`src/rtl/seg_pkg.sv`:
```
package seg_pkg;

    typedef enum logic [1:0] {
        FLT_NONE  = 2'd0,
        FLT_LIMIT = 2'd1,
        FLT_TABLE = 2'd2,
        FLT_PRIV  = 2'd3
    } flt_e;

    typedef enum logic [2:0] {
        F_IDLE  = 3'd0,
        F_REQ0  = 3'd1,
        F_WAIT0 = 3'd2,
        F_REQ1  = 3'd3,
        F_WAIT1 = 3'd4
    } fst_e;

    typedef enum logic {
        T_IDLE  = 1'b0,
        T_FETCH = 1'b1
    } tst_e;

endpackage

```
`src/rtl/seg_dtr.sv`:
```
module seg_dtr #(
    parameter int AW  = 32,
    parameter int TLW = 16,
    parameter int PW  = 2
) (
    input  logic           clk,
    input  logic           rst_n,
    input  logic           tbl_wr,
    input  logic [AW-1:0]  tbl_base_in,
    input  logic [TLW-1:0] tbl_lim_in,
    input  logic           cpl_ld,
    input  logic [PW-1:0]  cpl_in,
    output logic [AW-1:0]  tbl_base,
    output logic [TLW-1:0] tbl_lim,
    output logic [PW-1:0]  cpl,
    output logic           priv_flt
);

    typedef struct packed {
        logic [AW-1:0]  base;
        logic [TLW-1:0] lim;
        logic [PW-1:0]  cpl;
    } dtr_t;

    dtr_t d, q;

    always_comb begin
        d        = q;
        priv_flt = 1'b0;
        if (cpl_ld) begin
            d.cpl = cpl_in;
        end
        if (tbl_wr) begin
            if (q.cpl == '0) begin
                d.base = tbl_base_in;
                d.lim  = tbl_lim_in;
            end else begin
                priv_flt = 1'b1;
            end
        end
    end

    always_ff @(posedge clk) begin
        if (!rst_n) begin
            q <= '0;
        end else begin
            q <= d;
        end
    end

    assign tbl_base = q.base;
    assign tbl_lim  = q.lim;
    assign cpl      = q.cpl;

    p_priv_guard_r6: assert property (@(posedge clk) disable iff (!rst_n)
        (tbl_wr && cpl != '0) |=> ($stable(tbl_base) && $stable(tbl_lim)));

    p_cpl_load_r7: assert property (@(posedge clk) disable iff (!rst_n)
        cpl_ld |=> (cpl == $past(cpl_in)));

endmodule

```
`src/rtl/seg_fetch.sv`:
```
module seg_fetch
    import seg_pkg::*;
#(
    parameter int AW = 32,
    parameter int IW = 13
) (
    input  logic          clk,
    input  logic          rst_n,
    input  logic          inval,
    input  logic          go,
    input  logic [IW-1:0] idx,
    input  logic [AW-1:0] tbl_base,
    output logic          mem_req_vld,
    output logic [AW-1:0] mem_req_addr,
    input  logic          mem_req_rdy,
    input  logic          mem_rsp_vld,
    input  logic [AW-1:0] mem_rsp_data,
    output logic [AW-1:0] d_base,
    output logic [AW-1:0] d_lim,
    output logic          d_vld
);

    localparam int DESC_B = 8;
    localparam int WORD_B = 4;

    typedef struct packed {
        fst_e          st;
        logic [AW-1:0] addr;
        logic [AW-1:0] base;
        logic [AW-1:0] lim;
        logic          vld;
    } fch_t;

    fch_t d, q;

    always_comb begin
        d = q;
        if (inval) begin
            d.vld = 1'b0;
        end
        case (q.st)
            F_IDLE: begin
                if (go) begin
                    d.addr = tbl_base + AW'(idx) * AW'(DESC_B);
                    d.st   = F_REQ0;
                end
            end
            F_REQ0: begin
                if (mem_req_rdy) d.st = F_WAIT0;
            end
            F_WAIT0: begin
                if (mem_rsp_vld) begin
                    d.base = mem_rsp_data;
                    d.addr = q.addr + AW'(WORD_B);
                    d.st   = F_REQ1;
                end
            end
            F_REQ1: begin
                if (mem_req_rdy) d.st = F_WAIT1;
            end
            F_WAIT1: begin
                if (mem_rsp_vld) begin
                    d.lim = mem_rsp_data;
                    d.vld = 1'b1;
                    d.st  = F_IDLE;
                end
            end
            default: d.st = F_IDLE;
        endcase
    end

    always_ff @(posedge clk) begin
        if (!rst_n) begin
            q <= '{st: F_IDLE, default: '0};
        end else begin
            q <= d;
        end
    end

    assign mem_req_vld  = (q.st == F_REQ0) || (q.st == F_REQ1);
    assign mem_req_addr = q.addr;
    assign d_base       = q.base;
    assign d_lim        = q.lim;
    assign d_vld        = q.vld;

    p_req_hold_r9: assert property (@(posedge clk) disable iff (!rst_n)
        (mem_req_vld && !mem_req_rdy) |=> (mem_req_vld && $stable(mem_req_addr)));

    p_fill_src_r4: assert property (@(posedge clk) disable iff (!rst_n)
        $rose(d_vld) |-> $past(mem_rsp_vld));

    p_word_step_r4: assert property (@(posedge clk) disable iff (!rst_n)
        (q.st == F_REQ1 && $past(q.st) == F_WAIT0) |-> (mem_req_addr == $past(mem_req_addr) + AW'(WORD_B)));

endmodule

```
`src/rtl/seg_xlate.sv`:
```
module seg_xlate
    import seg_pkg::*;
#(
    parameter int AW  = 32,
    parameter int SW  = 16,
    parameter int TLW = 16,
    parameter int PW  = 2
) (
    input  logic           clk,
    input  logic           rst_n,
    input  logic           prot_en,
    input  logic           sel_ld,
    input  logic [SW-1:0]  sel_in,
    input  logic           cpl_ld,
    input  logic [PW-1:0]  cpl_in,
    input  logic           tbl_wr,
    input  logic [AW-1:0]  tbl_base_in,
    input  logic [TLW-1:0] tbl_lim_in,
    input  logic           req_vld,
    input  logic [AW-1:0]  req_off,
    output logic           req_rdy,
    output logic           xl_vld,
    output logic [AW-1:0]  xl_addr,
    output logic           flt_vld,
    output logic [1:0]     flt_code,
    output logic [PW-1:0]  cpl,
    output logic           mem_req_vld,
    output logic [AW-1:0]  mem_req_addr,
    input  logic           mem_req_rdy,
    input  logic           mem_rsp_vld,
    input  logic [AW-1:0]  mem_rsp_data
);

    localparam int RPL_W  = 3;
    localparam int IW     = SW - RPL_W;
    localparam int RSHIFT = 4;

    typedef struct packed {
        tst_e          st;
        logic [SW-1:0] sel;
        logic [AW-1:0] off;
        logic          xv;
        logic [AW-1:0] xa;
        logic          fv;
        flt_e          fc;
    } xl_t;

    xl_t d, q;

    logic [AW-1:0]  tbl_base;
    logic [TLW-1:0] tbl_lim;
    logic           priv_flt;
    logic [AW-1:0]  d_base, d_lim;
    logic           d_vld;
    logic           go, inval;
    logic [IW-1:0]  idx;
    logic           tbl_oob;

    seg_dtr #(.AW(AW), .TLW(TLW), .PW(PW)) u_dtr (
        .clk         (clk),
        .rst_n       (rst_n),
        .tbl_wr      (tbl_wr),
        .tbl_base_in (tbl_base_in),
        .tbl_lim_in  (tbl_lim_in),
        .cpl_ld      (cpl_ld),
        .cpl_in      (cpl_in),
        .tbl_base    (tbl_base),
        .tbl_lim     (tbl_lim),
        .cpl         (cpl),
        .priv_flt    (priv_flt)
    );

    seg_fetch #(.AW(AW), .IW(IW)) u_fetch (
        .clk          (clk),
        .rst_n        (rst_n),
        .inval        (inval),
        .go           (go),
        .idx          (idx),
        .tbl_base     (tbl_base),
        .mem_req_vld  (mem_req_vld),
        .mem_req_addr (mem_req_addr),
        .mem_req_rdy  (mem_req_rdy),
        .mem_rsp_vld  (mem_rsp_vld),
        .mem_rsp_data (mem_rsp_data),
        .d_base       (d_base),
        .d_lim        (d_lim),
        .d_vld        (d_vld)
    );

    assign idx     = q.sel[SW-1:RPL_W];
    assign tbl_oob = ({AW'(idx), 3'b000} > {3'b000, AW'(tbl_lim)});
    assign inval   = sel_ld && (q.st == T_IDLE);

    always_comb begin
        d    = q;
        d.xv = 1'b0;
        d.xa = '0;
        d.fv = 1'b0;
        d.fc = FLT_NONE;
        go   = 1'b0;
        case (q.st)
            T_IDLE: begin
                if (sel_ld) d.sel = sel_in;
                if (req_vld) begin
                    d.off = req_off;
                    if (!prot_en) begin
                        d.xv = 1'b1;
                        d.xa = (AW'(q.sel) << RSHIFT) + req_off;
                    end else if (tbl_oob) begin
                        d.fv = 1'b1;
                        d.fc = FLT_TABLE;
                    end else if (d_vld) begin
                        if (req_off < d_lim) begin
                            d.xv = 1'b1;
                            d.xa = d_base + req_off;
                        end else begin
                            d.fv = 1'b1;
                            d.fc = FLT_LIMIT;
                        end
                    end else begin
                        go   = 1'b1;
                        d.st = T_FETCH;
                    end
                end
            end
            T_FETCH: begin
                if (d_vld) begin
                    d.st = T_IDLE;
                    if (q.off < d_lim) begin
                        d.xv = 1'b1;
                        d.xa = d_base + q.off;
                    end else begin
                        d.fv = 1'b1;
                        d.fc = FLT_LIMIT;
                    end
                end
            end
            default: d.st = T_IDLE;
        endcase
        if (priv_flt && !d.xv && !d.fv) begin
            d.fv = 1'b1;
            d.fc = FLT_PRIV;
        end
    end

    always_ff @(posedge clk) begin
        if (!rst_n) begin
            q <= '{st: T_IDLE, fc: FLT_NONE, default: '0};
        end else begin
            q <= d;
        end
    end

    assign req_rdy  = (q.st == T_IDLE);
    assign xl_vld   = q.xv;
    assign xl_addr  = q.xa;
    assign flt_vld  = q.fv;
    assign flt_code = q.fc;

    p_real_addr_r1: assert property (@(posedge clk) disable iff (!rst_n)
        (req_vld && req_rdy && !prot_en && !sel_ld) |=>
        (xl_vld && !flt_vld && xl_addr == ({$past(q.sel), 4'b0000} + $past(req_off))));

    p_one_result_r3: assert property (@(posedge clk) disable iff (!rst_n)
        !(xl_vld && flt_vld));

    p_code_set_r3: assert property (@(posedge clk) disable iff (!rst_n)
        flt_vld |-> (flt_code != FLT_NONE));

    p_no_mem_r5: assert property (@(posedge clk) disable iff (!rst_n)
        (flt_vld && flt_code == FLT_TABLE) |-> !mem_req_vld);

    p_priv_code_r6: assert property (@(posedge clk) disable iff (!rst_n)
        (tbl_wr && cpl != '0 && !req_vld && req_rdy) |=> (flt_vld && flt_code == FLT_PRIV));

    p_busy_r8: assert property (@(posedge clk) disable iff (!rst_n)
        mem_req_vld |-> !req_rdy);

endmodule

```
`config.mk`:
```
export PLATFORM = sky130hd
export DESIGN_NAME = seg_xlate
export DESIGN_NICKNAME = d
export VERILOG_FILES = /design/src/rtl/seg_pkg.sv /design/src/rtl/seg_dtr.sv /design/src/rtl/seg_fetch.sv /design/src/rtl/seg_xlate.sv
export SDC_FILE = /design/constraint.sdc
export NUM_CORES = 1
export LEC_CHECK = 0
export CORE_ASPECT_RATIO = 2
export CORE_UTILIZATION = 45
export DETAILED_ROUTE_END_ITERATION = 16
export PLACE_DENSITY = 0.77
export REMOVE_ABC_BUFFERS = 1
export SLEW_MARGIN = 25
export SYNTH_ARGS = -nofsm -noshare
export SYNTH_HDL_FRONTEND = slang
export SYNTH_HIERARCHICAL = 1
export SYNTH_SLANG_ARGS = --single-unit
```
`constraint.sdc`:
```
create_clock -name clk -period 3.69 [get_ports clk]
set_input_delay 0.369 -clock clk [delete_from_list [all_inputs] [get_ports clk]]
set_output_delay 0.369 -clock clk [all_outputs]
set_load 0.1 [all_outputs]
```
-- Word level (Yosys, flattened, before mapping)
Cells that the tools add are included.
W data, S select, Z words.
- bits in registers: 235
- bits of input ports: 139
- equal/unequal tests: 9
- order comparisons: 3
- $add $sub $neg: 5
- mux-type cells: 31
- reduce and logical (&&, ||, !) cells: 16
- bitwise logic cells: 1
- operators with widths (kind ; number):
    $mux W33 ; 4
    $mux W36 ; 3
    $pmux W36 S2 ; 1
    $mux W67 ; 1
    $add A32 B32 Y32 ; 2
    $lt A32 B32 Y1 ; 2
    $pmux W32 S2 ; 1
    $mux W35 ; 1
    $add A20 B32 Y32 ; 1
    $add A32 B16 Y32 ; 1
    $add A32 B3 Y32 const B ; 1
    $mux W3 ; 8
    $gt A16 B16 Y1 ; 1
    $pmux W3 S5 ; 1
    $mux W1 ; 10
    $ne A2 B2 Y1 const B ; 5
    $reduce_and A2 Y1 ; 5
    $eq A3 B2 Y1 const B ; 2
    $reduce_and A5 Y1 ; 1
    $eq A3 B1 Y1 const B ; 1
    $eq A3 B3 Y1 const B ; 1
    $logic_and A1 B1 Y1 ; 3
    $logic_not A3 Y1 ; 1
    $reduce_and A3 Y1 ; 1
    other kinds (6) ; 7

-- Longest topological paths before layout
Gate-level depths: netlist of the first run.
- depth after elaboration: 11
- mapped depth: 17
- mapped depth without buffers: 15

-- Cells and area by module
Netlist of the first run, hierarchy kept.
- by module, submodules not included (module ; times used ; seq. area each (um^2) ; cells each ; area an instance (um^2)):
    seg_xlate ; 1 ; 1701.6 ; 1192 ; 9166.3
    seg_fetch ; 1 ; 2001.9 ; 815 ; 6194.7
    seg_dtr ; 1 ; 1001.0 ; 216 ; 1980.6

-- Worst setup path after synthesis of the first run
No wires, ideal clock.
- kind: reg-to-reg
- start point: register u_dtr.q (netlist bit u_dtr/tbl_lim[5])
- end point: register u_fetch.q (netlist bit u_fetch/mem_req_addr[5])
- required time: 3.562 ns
- arrival time: 3.110 ns
- cell stages (with the launch flop): 18
- buffers on the path: 3
- setup slack: 0.452 ns
- clock period less this slack: 3.238 ns
- path through: dfxtp_1 > inv_1 > ha_1 > a21o_1 > a21o_1 > a221o_1 > a221oi_1 > a22o_1 > nand3_1 > nor2_1 > mux2_2 > and2_1 > clkbuf_1 > buf_2 > buf_2 > o21ai_0 > a22oi_1 > nor2_1
- longest elaborated chain between the ends: 7
- RTL lines (element ; RTL line ; text):
    from (decl) ; seg_dtr.sv:25 ; dtr_t d, q;
    from (signal assigned) ; seg_dtr.sv:45 ; q <= '0;
    from (signal assigned) ; seg_dtr.sv:47 ; q <= d;
    $gt A16 B16 Y1 ; seg_xlate.sv:91 ; assign tbl_oob = ({AW'(idx), 3'b000} > {3'b000, AW'(tbl_lim)});
    $mux W1 ; seg_xlate.sv:109 ; end else if (tbl_oob) begin
    $mux W1 ; seg_xlate.sv:106 ; if (!prot_en) begin
    $mux W1 ; seg_xlate.sv:104 ; if (req_vld) begin
    $mux W1 ; seg_xlate.sv:101 ; case (q.st)
    net go ; seg_xlate.sv:55 ; logic go, inval;
    $ne A2 B2 Y1 (no line) ; n/a ;
    $reduce_and A3 Y1 (no line) ; n/a ;
    to (signal assigned) ; seg_fetch.sv:74 ; q <= '{st: F_IDLE, default: '0};
    to (signal assigned) ; seg_fetch.sv:76 ; q <= d;
    to (decl) ; seg_fetch.sv:34 ; fch_t d, q;
The timed path passes the listed nets, and every way through them passes these cells.
A chain may end at the register's enable or synchronous reset.

-- Worst setup path after layout of the first run
- start point: register q[68] (netlist name)
- end point: register q (netlist bit xl_addr[28])
- longest elaborated chain between the ends: 4
- RTL lines (element ; RTL line ; text):
    from (decl) ; seg_xlate.sv:48 ; xl_t d, q;
    from (signal assigned) ; seg_xlate.sv:148 ; q <= '{st: T_IDLE, fc: FLT_NONE, default: '0};
    from (signal assigned) ; seg_xlate.sv:150 ; q <= d;
    $add A20 B32 Y32 ; seg_xlate.sv:108 ; d.xa = (AW'(q.sel) << RSHIFT) + req_off;
    $mux W33 ; seg_xlate.sv:106 ;
    $mux W36 ; seg_xlate.sv:104 ;
    $pmux W36 S2 ; seg_xlate.sv:101 ;
Every way passes these cells.

==> results.md, run 1 <==
* Critical Path AT at a little under 4 ns
* Drt total wl at approximately 59 mm
* Syn_area_per_cell at between 7 and 8 µm²
* Hold Crit Class: input port to register
* Number of global-route vias before repair at 16,900
* R2r startpoint: q[68]
* Pin count of the biggest net entering global routing at around 100
* CTS buffer count at 23
* Fraction of layout instances using a drive strength above 1 at 0.0900
* Reg2Reg Setup Slack at around 0.14 ns
* RSZ-0062 raised after global routing: false
* Logic gate share of total power at 0.273
* Critical Path RT at slightly above 4 ns
* Final setup viols at 0
* Chip height at around 280 µm
* Switch share at 0.340
* Cts hold-fix bufs at 0
* Crit. Startpoint: q[68]
* Actual slew at the worst max-slew pin at approximately 1.1 ns
* Final WS setup at 0.140 ns
* Crit Path Class: register to register
* Die Width at 141 µm
* Synth cell types at around 110
* Crit path max fanout at 5
* Die Area at 39,400 µm²
* NumNets Final at 2,672
* Total global-route track usage at 0.301
* Top_reg_cell synth: dfxtp_1
* NetSw at roughly 2.4 mW
* Area growth from synthesis to layout at 17.4%
* Starting Density at 0.457
* Clock tree buffer depth at 3
* Min Hold Slack at between 0.2 and 0.3 ns
* Worst vdd ir at approximately 0.29 mV
* Internal at 4.72 mW
* WHS Path Cells at 2
* Global-route wire length before repair at between 90 and 100 mm
* Final Max Tran Viols at 0
* Post-Place Worst Slack at -0.238 ns
* CP endpoint kind: register
* Setup_tns at 0 ns
* Fin Clk Skew at 0.0176 ns
* Detailed Route Iter0 Violations at 885
* Via density at between 5 and 6
* DRC at 0
* Initial DRT Pass Iterations at 5
* # clock sinks at about 240
* EDFF count, synth at 0
* Status: completed
* Antenna violations before repair at 2
* Clock Latency Late Sink at around 0.56 ns
* Reg2Reg Depth at 14
* I/O pin count at 211
* Power share of the clock group at 0.335
* I/O Buffers at 210
* Achievable frequency at between 0.2 and 0.3 GHz
* DR vias at ~17,000
* Syn Std Cell Area at between 15,000 and 20,000 µm²
* Detailed Place HPWL at between 40 and 50 mm
* Worst hold path startpoint: rst_n
* Clock Tree Root: clkbuf_16
* Placement Rows at 101
* Slew margin rel. at 0.287
* Max-cap violations at 0
* Final Hold Viols at 0
* Avg WL per Cell at 20.9 µm
* Htree depth at 1
* Routability cong. at 0.961
* Min Tclk post-route at 3.55 ns
* TritonCTS clock tree: done
* Finished Core Util at 0.537
* Ys Warns at 6
* Reg2reg end: xl_addr[28]
* Fraction of registers with async set/reset at 0
* Post-detailed-route count of antenna-violating nets at 0
* Filler cells at 3,599
* Cells after synthesis at approximately 2,200
* CP startpoint kind: register
* Gr ovfl total at 0
* Hold endpoint: u_fetch/mem_req_addr[20]
* Fin crit share at 0.962
* #FFs+latches synth at between 200 and 250
* Leakage at 8.13 nW
* Sequential area share after synthesis at 0.271
* Clock Pin Slew Worst Setup and Hold Paths at approximately 0.070 ns
* Cell Pwr Density at 351 nW/µm²
* Core box area at between 30,000 and 40,000 µm²
* Share of power burned in registers at 0.392
flip-flops by register name (all words and copies together), names as in the netlist, 3 cells and up:
name and flops:
idx 13, q 36, u_dtr/tbl_base 32, u_dtr/tbl_lim 16
u_fetch/d_base 32, u_fetch/d_lim 32, u_fetch/mem_req_addr 32, u_fetch/q 3
xl_addr 32
Yosys cell counts (all sizes together), types with 12 or more instances:
master	number	area (µm²)
nand2	444	1670
dfxtp	235	4700
a21oi	210	1050
ha	167	2090
buf	156	1130
o21ai	110	558
nor2	98	378
inv	81	304
clkbuf	63	259
xnor2	61	534
mux2i	53	531
nand3	50	255
a21o	43	332
xor2	35	307
nand4	30	206
a31oi	28	205
a211oi	26	200
o211ai	25	198
nor2b	23	146
nor3	21	105
o22ai	20	125
nand2b	18	113
o21a	17	128
a21boi	16	120
a22oi	16	120
and3	14	93.8
nor4	12	103
o21bai	12	90.1
how the worst max path moves through the flow:
stage	to	slack, ns
3_3_place_gp	xl_addr[28]	-0.18
4_1_cts	u_fetch/mem_req_addr[10]	0.07
6_report	xl_addr[28]	0.14
2_1_floorplan	u_dtr/tbl_base[0]	-0.25
5_1_grt	u_fetch/mem_req_addr[29]	0.01
3_5_place_dp	xl_addr[28]	-0.24
per-layer routing:
layer | part of all wire | vias up | GRT usage
met3 | 0.045 | 256 | 0.0330
li1 | - | 8026 | -
met2 | 0.54 | 630 | 0.585
met4 | 0.094 | 2 | 0.256
met1 | 0.33 | 7870 | 0.273
met5 | 0.00022 | - | 0
cells by family after synthesis:
family / after synthesis / synth area share
buf+inv: 303 / 0.0991
flops: 235 / 0.271
compound gates: 598 / 0.223
mux: 55 / 0.0319
xor+xnor: 96 / 0.0485
simple gates: 765 / 0.201
fa+ha+maj: 171 / 0.125
area by class of cell:
type / instances / area [µm²] / area share
tap: 463 / 579 / 0.0284
timing repair buffer: 335 / 3080 / 0.151
inverter: 82 / 308 / 0.0151
clock inverter: 12 / 103 / 0.00504
sequential: 235 / 4710 / 0.231
antenna: 1 / 2.50 / 0.000123
clock buffer: 30 / 642 / 0.0315
multi-input combinational: 1685 / 10900 / 0.537
layout by cell type, fill, tap and decap left out, drive strengths merged, types with 61 or more instances in the layout:
master,n
a21oi,210
o21ai,110
ha,167
clkdlybuf4s50,209
nand2,444
buf,126
inv,82
dfxtp,235
xnor2,61
nor2,98
worst max-delay path, stage by stage (launching register included):
cell      delay (ns)
dfxtp_1         0.34
ha_1            0.22
fa_1            0.39
a211oi_1        0.31
o21ai_0         0.17
a31oi_1         0.20
buf_4           0.19
o221ai_1        0.16
a31oi_1         0.35
buf_4           0.23
nor2b_1         0.06
xnor2_1         0.14
nor3_1          0.06
o21ai_0         0.42
o211ai_1        0.15
what timing repair did:
action,4_1_cts,5_1_grt
setup buffers,0,2
resized for setup,0,5
endpoints found under the setup margin,0,8
through the flow:
stage | cells | power [mW] | cell area [µm²]
floorplan | 2002 | 3.96 | 15900
global placement | 2798 | 4.73 | 19600
detailed placement | 2798 | 4.77 | 19600
CTS | 2840 | 7.17 | 20300
global route | 2843 | 7.44 | 20400
finish | 2843 | 7.16 | 20400
power by group through the flow:
stage               Clock, mW  Combinational [mW]  Sequential, mW
finish                   2.40                1.95            2.80
global route             2.54                2.09            2.82
CTS                      2.45                1.92            2.80
detailed placement          0                1.91            2.86
global placement            0                1.88            2.86
floorplan                   0               0.882            3.08
(Power assumes the default switching activity.)
==> run 2: changes to the inputs <==
--- a/config.mk
+++ b/config.mk
@@ -6,6 +6,7 @@
 export NUM_CORES = 1
 export LEC_CHECK = 0
 export CORE_ASPECT_RATIO = 2
+export CORE_MARGIN = 2
 export CORE_UTILIZATION = 45
 export DETAILED_ROUTE_END_ITERATION = 16
 export PLACE_DENSITY = 0.77
==> run 2 against run 1 <==
Compared with the run above: via count about the same; combinational power about the same; global-route usage decreased by 0.55 points; largest power group unchanged; clock-buffer cell count increased by 2; maximum frequency decreased by 0.12%; register-to-register slack about the same; clock power increased by 11%; highest routed layer unchanged.
==> results.md, run 2 (synthesis results as in run 1) <==
* Status: completed (unchanged)
* Initial DRT Pass Iterations at 7 (was 5)
* NumNets Final at 2,656 (was 2,672)
* Gates resized, CTS repair at 0 (unchanged)
* Fin crit share at 0.963 (was 0.962)
* Clock Pin Slew Worst Setup and Hold Paths at 0.07 ns (about the same)
* Post-detailed-route count of antenna-violating nets at 0 (unchanged)
* I/O pin count at 211 (unchanged)
* Crit path max fanout at 12 (was 5)
* Global-route wire length before repair at 92.0 mm (was 91.5 mm)
* Fraction of layout instances using a drive strength above 1 at 0.0825 (was 0.0900)
* Routability cong. at 0.980 (was 0.961)
* CP startpoint kind: register (unchanged)
* Overall Power at 7.42 mW (was 7.16 mW)
* Final setup viols at 0 (unchanged)
* Chip height at 282 µm (was 280 µm)
* DR vias at 16,800 (about the same)
* Cell Pwr Density at 364 nW/µm² (was 351 nW/µm²)
* Final Max Tran Viols at 0 (unchanged)
* Via density at 5.82 (was 5.90)
* Slew margin rel. at 0.286 (was 0.287)
* Total global-route track usage at 0.295 (was 0.301)
* Critical Path AT at 4.05 ns (was 3.95 ns)
* CTS buffer count at 24 (was 23)
* Pin count of the biggest net entering global routing at 93 (was 101)
* Actual slew at the worst max-slew pin at 1.07 ns (about the same)
* Achievable frequency at 0.281 GHz (was 0.282 GHz)
* Die Width at 143 µm (was 141 µm)
* Clock Latency Late Sink at 0.57 ns (was 0.56 ns)
* Final Hold Viols at 0 (unchanged)
* TritonCTS clock tree: done (unchanged)
* Max FFs per register at 36 (unchanged)
* Placed cells at 2,834 (was 2,798)
* Leakage at 8.11 nW (was 8.13 nW)
* Placement Rows at 101 (unchanged)
* Avg WL per Cell at 20.9 µm (about the same)
* Area growth from synthesis to layout at 17.7% (was 17.4%)
* Non-Filler Instances at 2,880 (was 2,843)
* Number of global-route vias before repair at 17,000 (was 16,900)
* Hold Crit Class: input port to register (unchanged)
* Critical Path RT at 4.19 ns (was 4.09 ns)
* Core box area at 38,000 µm² (was 37,900 µm²)
* Commonest non-fill, non-tap cell in the layout: nand2_1 (unchanged)
* I/O Buffers at 210 (unchanged)
* Die Area at 40,200 µm² (was 39,400 µm²)
* Most flop-heavy register: q (unchanged)
* Htree depth at 1 (unchanged)
* Crit Path Class: register to register (unchanged)
* Drt total wl at 60.2 mm (was 59.3 mm)
* Setup bufs post-CTS at 0 (unchanged)
* Fin Clk Skew at 0.0299 ns (was 0.0176 ns)
* Setup_tns at 0 ns (unchanged)
* Cts hold-fix bufs at 0 (unchanged)
* Antenna violations before repair at 3 (was 2)
* Clock tree buffer depth at 3 (unchanged)
* # clock sinks at 235 (unchanged)
* CP endpoint kind: register (unchanged)
* Min Tclk post-route at 3.55 ns (about the same)
* DRC at 0 (unchanged)
* Worst vdd ir at 0.366 mV (was 0.289 mV)
* Clock Tree Root: clkbuf_16 (unchanged)
* Detailed Place HPWL at 46.8 mm (was 46.7 mm)
* Starting Density at 0.456 (was 0.457)
* Commonest non-fill, non-tap cells in the layout: nand2_1, dfxtp_1, a21oi_1 (unchanged)
* Gr ovfl total at 0 (unchanged)
* Detailed Route Iter0 Violations at 913 (was 885)
* Max-cap violations at 0 (unchanged)
run 2: cell types whose count changed in the layout (fill, tap and decap cells not counted), sizes merged:
cell,delta
clkinv,-1
buf,-18
clkbuf,+3
bufinv,+3
clkinvlp,-1
inv,-1
run 2: report_power, final:
part           internal, mW  switching (mW)
Combinational         0.746            1.20
Sequential             2.66           0.141
Clock                  1.54            1.14
run 2: final timing paths:
path                            depth (start not counted)                       end  slack, ns               from
worst max register to register                         15  u_fetch/mem_req_addr[10]       0.14   u_dtr/tbl_lim[5]
worst min-delay path                                    2                    xl_vld       0.27              rst_n
worst min register to register                          2         u_fetch/d_lim[15]       0.46  u_fetch/d_lim[15]
worst max-delay path                                   15  u_fetch/mem_req_addr[10]       0.14   u_dtr/tbl_lim[5]
run 2: area by class of cell:
| class | count | area (µm²) |
|---|---|---|
| Clock buffer | 32 | 651 |
| Sequential cell | 235 | 4700 |
| Multi-Input combinational cell | 1685 | 10900 |
| Fill cell | 3553 | 17600 |
| Timing Repair Buffer | 318 | 2970 |
| Clock inverter | 12 | 194 |
| Tap cell | 515 | 644 |
| Inverter | 82 | 308 |
| Antenna cell | 1 | 2.50 |
run 2: per-stage QoR:
step           setup slack [ns]  instance area, µm²   util  hold WS, ns
3_5_place_dp             -0.134               19500  0.513        0.445
4_1_cts                  0.0836               20400  0.536        0.253
5_1_grt                 -0.0587               20400  0.537        0.266
2_1_floorplan            -0.251               15900      -        0.431
6_report                  0.136               20400  0.537        0.271
3_3_place_gp             -0.122               19500  0.513        0.441
run 2: critical path: stages (launching register included):
cell and delay, ns:
dfxtp_1 0.33, inv_1 0.04, ha_1 0.30, a21o_1 0.16, a21o_1 0.16, a221o_1 0.44
a221oi_2 0.31, a22o_1 0.24, nand3_1 0.11, nor2_1 0.13, mux2_2 0.18, and2_4 0.19
buf_12 0.15, o21ai_1 0.09, or4b_1 0.56, nand3_1 0.08
run 2: metal layers:
layer | track usage | part of all wire
met2 | 0.563 | 0.53
met4 | 0.251 | 0.10
met1 | 0.270 | 0.32
met3 | 0.0374 | 0.049
met5 | 0 | 0.00048
==> run 3: changes to the inputs <==
--- a/config.mk
+++ b/config.mk
@@ -7,9 +7,9 @@
 export LEC_CHECK = 0
 export CORE_ASPECT_RATIO = 2
 export CORE_MARGIN = 2
-export CORE_UTILIZATION = 45
+export CORE_UTILIZATION = 57
 export DETAILED_ROUTE_END_ITERATION = 16
-export PLACE_DENSITY = 0.77
+export PLACE_DENSITY = 0.91
 export REMOVE_ABC_BUFFERS = 1
 export SLEW_MARGIN = 25
 export SYNTH_ARGS = -nofsm -noshare
==> run 3 against run 2 <==
Compared with the run above: setup slack worse by 0.11 ns; clock skew down 0.0046 ns; combinational power about the same; flip-flop and latch count unchanged; critical path type is now input port to register.
==> results.md, run 3 (synthesis results as in run 1) <==
* Status: completed (unchanged)
* Clock tree buffer depth at 3 (unchanged)
* Pin count of the biggest net entering global routing at 87 (was 93)
* Min Tclk post-route at 3.66 ns (was 3.55 ns)
* Reg2Reg Setup Slack at 0.08 ns (was 0.14 ns)
* Core box area at 30,100 µm² (was 38,000 µm²)
* Logic gate share of total power at 0.266 (was 0.262)
* Starting Density at 0.577 (was 0.456)
* Final setup viols at 0 (unchanged)
* Htree depth at 1 (unchanged)
* Gr ovfl total at 0 (unchanged)
* Slowest library cell on the worst path: a221oi_2 (was or4b_1)
* Hold Crit Class: input port to register (unchanged)
* Most flop-heavy register: q (unchanged)
* Initial DRT Pass Iterations at 8 (was 7)
* RSZ-0062 raised after global routing: false
* NetSw at 2.43 mW (was 2.48 mW)
* I/O pin count at 211 (unchanged)
* Non-Filler Instances at 2,717 (was 2,880)
* Clock Pin Slew Worst Setup and Hold Paths at 0.07 ns (about the same)
* Placed Instance Area at 19,300 µm² (was 19,500 µm²)
* Number of global-route vias before repair at 17,600 (was 17,000)
* Fin Clk Skew at 0.0254 ns (was 0.0299 ns)
* I/O Buffers at 210 (unchanged)
* Total global-route track usage at 0.366 (was 0.295)
* Met2 WL post-DR at 30.1 mm (was 31.7 mm)
* Detailed Place HPWL at 45.2 mm (was 46.8 mm)
* Detailed Route Iter0 Violations at 1,063 (was 913)
* Top sig layer: met4 (was met5)
* Area growth from synthesis to layout at 15.8% (was 17.7%)
* Actual slew at the worst max-slew pin at 1.07 ns (about the same)
* Crit path max fanout at 10 (was 12)
* Worst hold path startpoint: rst_n (unchanged)
* Die Width at 127 µm (was 143 µm)
* Hold endpoint: xl_vld (unchanged)
* Final Hold Viols at 0 (unchanged)
* R2r startpoint: u_fetch/d_lim[22] (was u_dtr/tbl_lim[5])
* Placement Rows at 90 (was 101)
* CP max stage delay at 0.62 ns (was 0.56 ns)
* WHS Path Cells at 2 (unchanged)
* Power share of the clock group at 0.348 (was 0.360)
* Leakage at 8.04 nW (was 8.11 nW)
* Final WS setup at 0.0300 ns (was 0.136 ns)
* Kind of cell adding the most delay to the critical path: compound AO/OA/AOI/OAI gates (unchanged)
* Fraction of layout instances using a drive strength above 1 at 0.0805 (was 0.0825)
* Cts hold-fix bufs at 0 (unchanged)
* TritonCTS clock tree: done (unchanged)
* Commonest non-fill, non-tap cells in the layout: nand2_1, dfxtp_1, a21oi_1 (unchanged)
* Clock Tree Root: clkbuf_16 (unchanged)
* Clock Latency Late Sink at 0.56 ns (was 0.57 ns)
* Slew margin rel. at 0.289 (was 0.286)
* # diodes at 0 (was 1)
* Final Max Tran Viols at 0 (unchanged)
* Worst path cell trace: clkdlybuf4s50_1 -> ha_1 -> a21oi_1 -> o21ai_0 -> a221oi_2 -> nand4_1 -> a31oi_1 -> nand3_2 -> nor2_1 -> buf_4 -> a22oi_1 -> a21boi_0 (was inv_1 -> ha_1 -> a21o_1 -> a21o_1 -> a221o_1 -> a221oi_2 -> a22o_1 -> nand3_1 -> nor2_1 -> mux2_2 -> and2_4 -> buf_12 -> o21ai_1 -> or4b_1 -> nand3_1)
* Critical Path AT at 4.12 ns (was 4.05 ns)
* Fin crit share at 0.992 (was 0.963)
* Die Area at 31,900 µm² (was 40,200 µm²)
* Finished Core Util at 0.668 (was 0.537)
* Achievable frequency at 0.273 GHz (was 0.281 GHz)
* NumNets Final at 2,643 (was 2,656)
* Crit Path Class: input port to register (was register to register)
* Min Hold Slack at 0.297 ns (was 0.271 ns)
* Avg WL per Cell at 21.9 µm (was 20.9 µm)
* CP startpoint kind: input port (was register)
* Max-cap violations at 0 (unchanged)
* Antenna violations before repair at 0 (was 3)
* DRC at 0 (unchanged)
* CTS buffer count at 23 (was 24)
* WP buf/inv at 2 (unchanged)
* Post-Place Worst Slack at -0.861 ns (was -0.134 ns)
* Overall Power at 7.28 mW (was 7.42 mW)
* Placed cells at 2,676 (was 2,834)
* Max FFs per register at 36 (unchanged)
* Post-detailed-route count of antenna-violating nets at 0 (unchanged)
* Routability cong. at 1.01 (was 0.980)
* Met1 wire length at 18.7 mm (was 19.5 mm)
* Commonest non-fill, non-tap cell in the layout: nand2_1 (unchanged)
* Drt total wl at 59.4 mm (was 60.2 mm)
* # clock sinks at 235 (unchanged)
* Share of power burned in registers at 0.386 (was 0.378)
* Final instance area at 20,100 µm² (was 20,400 µm²)
* Cell Pwr Density at 362 nW/µm² (was 364 nW/µm²)
* Reg2Reg Depth at 12 (was 15)
* Switch share at 0.333 (was 0.334)
* DR vias at 17,200 (was 16,800)
* Internal at 4.85 mW (was 4.94 mW)
* CP endpoint kind: register (unchanged)
* Reg2reg end: xl_addr[5] (was u_fetch/mem_req_addr[10])
* Chip height at 251 µm (was 282 µm)
* Setup_tns at 0 ns (unchanged)
* Met3 routed WL at 3.56 mm (was 2.94 mm)
* Filler cells at 2,477 (was 3,553)
* Critical Path RT at 4.15 ns (was 4.19 ns)
* Setup bufs post-CTS at 0 (unchanged)
* Worst vdd ir at 0.371 mV (was 0.366 mV)
* Global-route wire length before repair at 91.7 mm (was 92.0 mm)
* Via density at 6.32 (was 5.82)
[run 3: timing repair]
action                                  CTS  global route
resized for setup                         1             8
pin swaps                                 0             3
endpoints found under the setup margin   35            20
cloned                                    0             0
[run 3: cell type report]
type | instances | area [µm²] | share of cell area
Timing Repair Buffer | 306 | 2860 | 0.142
Clock inverter | 11 | 136 | 0.00679
Clock buffer | 30 | 652 | 0.0325
Multi-Input combinational cell | 1685 | 11000 | 0.546
Tap cell | 368 | 460 | 0.0229
Inverter | 82 | 308 | 0.0153
Sequential cell | 235 | 4710 | 0.234
[run 3: how the worst max path moves through the flow]
stage                     depth (start not counted)        startpoint                        to  slack (ns)
after floorplan                                   2      u_dtr/cpl[1]         u_dtr/tbl_base[0]       -0.25
after global placement                           12       req_off[19]               xl_addr[19]       -0.76
after detailed placement                         12       req_off[19]                xl_addr[5]       -0.86
after CTS                                        12       req_off[19]               xl_addr[19]       0.001
after global routing                             17  u_dtr/tbl_lim[5]  u_fetch/mem_req_addr[29]        0.05
final                                            12       req_off[19]                xl_addr[5]        0.03
[run 3: power by group through the flow]
stage	Sequential (mW)	Clock, mW	Combinational, mW
after floorplan	3.08	0	0.882
after global placement	2.86	0	1.84
after detailed placement	2.86	0	1.88
after CTS	2.80	2.56	1.90
after global routing	2.82	2.65	2.06
final	2.81	2.53	1.93
[run 3: metal layers]
metal,global-route usage,up-vias
met5,0,-
met4,0.363,0
met3,0.0543,367
met2,0.664,905
met1,0.332,7932
li1,-,7975
